===== src/rtl/fault_retry_pkg.sv =====
package fault_retry_pkg;

  typedef enum logic [1:0] {
    RC_IDLE  = 2'd0,
    RC_RETRY = 2'd1,
    RC_WAIT  = 2'd2,
    RC_TRAP  = 2'd3
  } rc_state_e;

endpackage


===== src/rtl/fault_classifier.sv =====
module fault_classifier #(
  parameter int CC_W = 4,
  parameter logic [CC_W-1:0] CC_GENERAL = 4'b0001,
  parameter logic [CC_W-1:0] CC_REGPAR  = 4'b0000
) (
  input  logic            clk,
  input  logic            rst_n,
  input  logic            capture_i,
  input  logic            reg_parity_i,
  input  logic            in_trap_seq_i,
  input  logic            regs_altered_i,
  input  logic            retry_inhibit_i,
  output logic            inhibit_o,
  output logic [CC_W-1:0] cc_o
);

  logic par_q, par_d;

  // Any of the three conditions forbids a retry.
  always_comb begin
    inhibit_o = in_trap_seq_i | regs_altered_i | retry_inhibit_i;
  end

  // The class of the most recent accepted fault is held for the trap code.
  always_comb begin
    par_d = par_q;
    if (capture_i) par_d = reg_parity_i;
  end

  always_ff @(posedge clk or negedge rst_n) begin
    if (!rst_n) par_q <= 1'b0;
    else        par_q <= par_d;
  end

  always_comb begin
    cc_o = par_q ? CC_REGPAR : CC_GENERAL;
  end

endmodule


===== src/rtl/retry_fsm.sv =====
module retry_fsm
  import fault_retry_pkg::*;
(
  input  logic clk,
  input  logic rst_n,
  input  logic fault_i,
  input  logic inhibit_i,
  input  logic done_i,
  input  logic pass_i,
  output logic capture_o,
  output logic success_o,
  output logic retry_req_o,
  output logic trap_req_o
);

  rc_state_e state_q, state_d;

  always_comb begin
    state_d = state_q;
    unique case (state_q)
      RC_IDLE: begin
        if (fault_i) state_d = inhibit_i ? RC_TRAP : RC_RETRY;
      end
      RC_RETRY: begin
        state_d = fault_i ? RC_TRAP : RC_WAIT;
      end
      RC_WAIT: begin
        if (fault_i)                state_d = RC_TRAP;
        else if (done_i && pass_i)  state_d = RC_IDLE;
        else if (done_i)            state_d = RC_TRAP;
      end
      RC_TRAP: begin
        state_d = RC_IDLE;
      end
      default: state_d = RC_IDLE;
    endcase
  end

  always_ff @(posedge clk or negedge rst_n) begin
    if (!rst_n) state_q <= RC_IDLE;
    else        state_q <= state_d;
  end

  always_comb begin
    capture_o   = fault_i && (state_q != RC_TRAP);
    success_o   = (state_q == RC_WAIT) && done_i && pass_i && !fault_i;
    retry_req_o = (state_q == RC_RETRY);
    trap_req_o  = (state_q == RC_TRAP);
  end

  // a retry request lasts one cycle
  p_retry_pulse_r2: assert property (@(posedge clk) disable iff (!rst_n)
    retry_req_o |=> !retry_req_o);

  // any inhibit sends an idle fault straight to the trap
  p_inhibit_trap_r3: assert property (@(posedge clk) disable iff (!rst_n)
    (state_q == RC_IDLE && fault_i && inhibit_i) |=> (trap_req_o && !retry_req_o));

  // a fault while a retry is outstanding becomes a trap
  p_wait_fault_r8: assert property (@(posedge clk) disable iff (!rst_n)
    ((state_q == RC_WAIT || state_q == RC_RETRY) && fault_i) |=> trap_req_o);

  // a failed retry traps
  p_fail_trap_r7: assert property (@(posedge clk) disable iff (!rst_n)
    (state_q == RC_WAIT && done_i && !pass_i) |=> trap_req_o);

  // a trap request lasts one cycle and is followed by idle
  p_trap_pulse_r12: assert property (@(posedge clk) disable iff (!rst_n)
    trap_req_o |=> (!trap_req_o && !retry_req_o));

endmodule


===== src/rtl/retry_status.sv =====
module retry_status (
  input  logic clk,
  input  logic rst_n,
  input  logic success_i,
  input  logic clr_i,
  output logic pfi_o,
  output logic sticky_o
);

  logic pfi_d, sticky_d;

  always_comb begin
    pfi_d    = success_i;
    sticky_d = sticky_o;
    if (clr_i)     sticky_d = 1'b0;
    if (success_i) sticky_d = 1'b1;
  end

  always_ff @(posedge clk or negedge rst_n) begin
    if (!rst_n) begin
      pfi_o    <= 1'b0;
      sticky_o <= 1'b0;
    end else begin
      pfi_o    <= pfi_d;
      sticky_o <= sticky_d;
    end
  end

  // the status bit holds until cleared
  p_sticky_hold_r11: assert property (@(posedge clk) disable iff (!rst_n)
    (sticky_o && !clr_i) |=> sticky_o);

  // the interrupt is a single-cycle pulse
  p_pfi_pulse_r6: assert property (@(posedge clk) disable iff (!rst_n)
    pfi_o |=> !pfi_o);

endmodule


===== src/rtl/hw_fault_retry_ctl.sv =====
module hw_fault_retry_ctl #(
  parameter int ADDR_W = 8,
  parameter logic [ADDR_W-1:0] TRAP_VEC = 8'h4C,
  parameter int CC_W = 4,
  parameter int SYNC_STAGES = 2
) (
  input  logic              clk,
  input  logic              rst_n,
  input  logic              fault_i,
  input  logic              reg_parity_i,
  input  logic              in_trap_seq_i,
  input  logic              regs_altered_i,
  input  logic              retry_inhibit_i,
  input  logic              retry_done_i,
  input  logic              retry_pass_i,
  input  logic              status_clr_i,
  output logic              retry_req_o,
  output logic              trap_req_o,
  output logic [ADDR_W-1:0] trap_addr_o,
  output logic [CC_W-1:0]   trap_cc_o,
  output logic              pfi_o,
  output logic              retry_ok_o
);

  localparam logic [CC_W-1:0] CC_GEN = CC_W'(1);
  localparam logic [CC_W-1:0] CC_PAR = '0;

  // Asynchronous assertion, synchronous release.
  logic [SYNC_STAGES-1:0] rst_sync_q;
  logic                   rst_n_int;

  always_ff @(posedge clk or negedge rst_n) begin
    if (!rst_n) rst_sync_q <= '0;
    else        rst_sync_q <= {rst_sync_q[SYNC_STAGES-2:0], 1'b1};
  end
  assign rst_n_int = rst_sync_q[SYNC_STAGES-1];

  logic            inhibit, capture, success;
  logic [CC_W-1:0] cc_held;

  fault_classifier #(
    .CC_W       (CC_W),
    .CC_GENERAL (CC_GEN),
    .CC_REGPAR  (CC_PAR)
  ) u_class (
    .clk             (clk),
    .rst_n           (rst_n_int),
    .capture_i       (capture),
    .reg_parity_i    (reg_parity_i),
    .in_trap_seq_i   (in_trap_seq_i),
    .regs_altered_i  (regs_altered_i),
    .retry_inhibit_i (retry_inhibit_i),
    .inhibit_o       (inhibit),
    .cc_o            (cc_held)
  );

  retry_fsm u_fsm (
    .clk         (clk),
    .rst_n       (rst_n_int),
    .fault_i     (fault_i),
    .inhibit_i   (inhibit),
    .done_i      (retry_done_i),
    .pass_i      (retry_pass_i),
    .capture_o   (capture),
    .success_o   (success),
    .retry_req_o (retry_req_o),
    .trap_req_o  (trap_req_o)
  );

  retry_status u_stat (
    .clk       (clk),
    .rst_n     (rst_n_int),
    .success_i (success),
    .clr_i     (status_clr_i),
    .pfi_o     (pfi_o),
    .sticky_o  (retry_ok_o)
  );

  always_comb begin
    trap_addr_o = trap_req_o ? TRAP_VEC : '0;
    trap_cc_o   = trap_req_o ? cc_held  : '0;
  end

  // an interrupt after a retry never comes with a trap and always with status set
  p_pfi_no_trap_r6: assert property (@(posedge clk) disable iff (!rst_n_int)
    pfi_o |-> (!trap_req_o && retry_ok_o));

  // request outputs are quiet while held in reset
  p_reset_quiet_r1: assert property (@(posedge clk)
    !rst_n_int |-> (!retry_req_o && !trap_req_o && !pfi_o));

endmodule


===== config.mk =====
export PLATFORM = sky130hd
export DESIGN_NAME = hw_fault_retry_ctl
export DESIGN_NICKNAME = d
export VERILOG_FILES = /design/src/rtl/fault_retry_pkg.sv /design/src/rtl/fault_classifier.sv /design/src/rtl/retry_fsm.sv /design/src/rtl/retry_status.sv /design/src/rtl/hw_fault_retry_ctl.sv
export SDC_FILE = /design/constraint.sdc
export NUM_CORES = 1
export LEC_CHECK = 0
export CAP_MARGIN = 20
export CELL_PAD_IN_SITES_DETAIL_PLACEMENT = 2
export CELL_PAD_IN_SITES_GLOBAL_PLACEMENT = 2
export CORE_UTILIZATION = 20
export CTS_BUF_LIST = sky130_fd_sc_hd__clkbuf_8
export CTS_CLUSTER_DIAMETER = 100
export DETAILED_ROUTE_END_ITERATION = 16
export PLACE_DENSITY = 0.92
export SYNTH_ARGS = -nofsm -noshare
export SYNTH_HDL_FRONTEND = slang
export SYNTH_SLANG_ARGS = --single-unit

===== constraint.sdc =====
create_clock -name clk -period 1.8 [get_ports clk]
set_input_delay 0.27 -clock clk [delete_from_list [all_inputs] [get_ports clk]]
set_output_delay 0.27 -clock clk [all_outputs]
set_load 0.01 [all_outputs]

==> impl_metrics.tcl <==
set metrics [dict create \
    p_switching_mw 0.226 \
    min_path_type "flip-flop to async pin" \
    post-synth-top-area-fraction_pct 47.0 \
    io_pins 26 \
    syn_avg_cell_area_um2 10.4 \
    gp_congestion 0.698 \
    wl_per_cell_um 12.1 \
    grt_usage_pct 11.3 \
    cts_buffer_depth 2 \
    cts_root_buf "clkbuf_8" \
    criticalPathCategory "flip-flop to output pin" \
    layout.cells.non_filler 79 \
    clock_sinks 7 \
    finalClockSkew_ns 0.00237 \
    p_int_mw 0.513 \
    drc 0 \
    synth-seq-cells 7 \
    cp.arrival_ns 1.48 \
    syn2layout_area_growth_pct 54.4 \
    fin_crit_ns 1.75 \
    syn_area_um2 373 \
    power.density_nw_per_um2 1280 \
    die-area_um2 2040 \
    hold_slack_ns 0.0795 \
    maxCapViolations 0 \
    core-area_um2 1750 \
    ant_nets 0 \
    netlist-cell-type-count 17 \
    utilization_pct 33.0 \
    critical_path_required_ns 1.53 \
    dr.pass1.iters 1 \
    fin_setup_tns_ns 0 \
    yosysMostFrequentCell "buf_4" \
    fin_nets 65 \
    drt_wl_total_um 954 \
    crit_path_end_kind "output pin" \
    post_drt_via_cell_ratio 3.58 \
    drive_above_1_share_pct 13.0 \
    place.detailed.hpwl_um 736 \
    postCtsSetupRepairBufs 0 \
    cp_slowest_cell "clkdlybuf4s50_1" \
    pwr-share-comb_pct 38.6 \
    clockPowerShare_pct 30.0 \
    grt_pass1_wl_mm 1.49 \
    hold_violations 0 \
    cp-start-kind "flip-flop" \
    drtIter0Drc 0 \
    htreeDepth 1 \
    placementRows 15 \
    io_buffer_count 17 \
    swShare_pct 30.6 \
    cp_top_family "buffers and inverters" \
    insertion_delay_ns 0.23 \
    ir_drop_v 0.000357 \
    crit_chain "and2_1 -> buf_4 -> clkdlybuf4s50_1" \
    timing.fmax_ghz 0.573 \
    rsz0062_at_grt "false" \
    cp.buffers_inverters 2 \
    numPlacedInstances 75 \
    vias 283 \
    ys_warn_count 0 \
    grt_overflow 0 \
    critPathMaxStageDelay_ns 0.54 \
    dp_slack_ns 0.132 \
    synthCells 36 \
    tritoncts "done" \
    fill_cells 204 \
    synth_common_cells "11 x buf_4, 7 x dfrtp_1, 2 x conb_1, 2 x inv_1, 2 x nor2b_1" \
    antenna_cells 0 \
    synth_edf_count 0 \
    die_h_um 45.2 \
    cts_buffers 3 \
    worstPathMaxFanout 5 \
    die_w_um 45.2 \
    synthTopCellsByArea "dfrtp_1 47%, buf_4 22%, nor2b_1 3.4%" \
    yosysSeqAreaShare_pct 47.0 \
    post_dp_cell_area_um2 526 \
    antenna_found_initial 0 \
    yosysTopAreaCell "dfrtp_1" \
    p_leak_nw 0.265 \
    start_util_pct 21.4 \
    fin_ws_ns 0.0544 \
    async_flop_share_pct 100 \
    postLayoutCellArea_um2 576 \
    report.final.slew_viol_count 0 \
    total_power_mw 0.738 \
    grt_max_degree 8 \
    post-route-period-util_pct 97.0 \
    outcome "complete, no violations" \
    setup_viol 0 \
    seqPwrFrac_pct 31.3 \
    synth_ff_type "dfrtp_1" \
    clk_pin_slew_ns 0.04 \
    grt_pass1_vias 305 \
]
==> power groups by stage <==
stage	sequential [mW]	clock, mW	combinational, mW
after global placement	0.226	0	0.272
after global routing	0.242	0.234	0.307
after detailed placement	0.233	0	0.283
after CTS	0.229	0.226	0.292
after floorplan	0.219	0	0.168
final	0.231	0.222	0.285
==> layout by cell type, fill, tap and decap left out, types with 2 or more instances in the layout <==
master           Yosys  routed
conb_1               2       9
nor2b_1              2       2
inv_1                2       2
dfrtp_1              7       6
clkdlybuf4s50_1      0      16
clkbuf_8             0       3
==> worst reg2reg max path: cells and delay by family (launching register included) <==
family / cells / cell delay [ns]
DFF: 1 / 0.43
AOI/OAI and AO/OA: 1 / 0.36
and+or+nand+nor: 1 / 0.55
==> state kept, by name, indices dropped and copies added (netlist names) <==
signal,cells
u_fsm.state_q,2
u_class.par_q,1
u_stat.pfi_o,1
rst_sync_q,2
u_stat.sticky_o,1
==> path summary, 6_finish.rpt <==
kind                                   from               end  slack [ns]  cells after the start
min                           rst_sync_q[1]  u_fsm.state_q[0]        0.08                      0
max reg2reg                u_fsm.state_q[1]  u_fsm.state_q[1]        0.32                      2
max                        u_fsm.state_q[0]    trap_addr_o[2]        0.05                      3
max in group asynchronous             rst_n     rst_sync_q[1]        1.46                      1
min reg2reg                   rst_sync_q[1]  u_fsm.state_q[0]        0.08                      0
min in group clk              rst_sync_q[0]     rst_sync_q[1]        0.35                      0
==> routing by layer <==
layer | part of all wire [%] | global-route usage (%) | vias to the layer above
met3 | 6.9 | 3.60 | 2
li1 | - | - | 133
met4 | 1.7 | 7.27 | 0
met5 | 0 | 0 | -
met2 | 53 | 19.4 | 15
met1 | 39 | 11.9 | 133
==> cells by family after synthesis <==
group / Yosys count / synth area share (%)
compound gates: 4 / 8.39
mux: 1 / 3.02
simple gates: 9 / 15.4
other cells: 2 / 2.01
buf+inv: 13 / 24.2
flops: 7 / 47.0
==> final cells by class <==
cell class | instances | area, um^2 | share of cell area, %
Timing Repair Buffer | 18 | 180 | 31.3
Sequential cell | 7 | 176 | 30.7
Multi-Input combinational cell | 23 | 134 | 23.3
Clock buffer | 3 | 41.3 | 7.17
Tap cell | 25 | 31.3 | 5.43
Inverter | 2 | 7.51 | 1.30
Clock inverter | 1 | 5.00 | 0.870
==> repair_timing <==
action | 4_1_cts | 5_1_grt
endpoints found under the setup margin | 0 | 5
hold buffers | 0 | 0
gates resized for setup | 0 | 2
(Power assumes the default switching activity.)
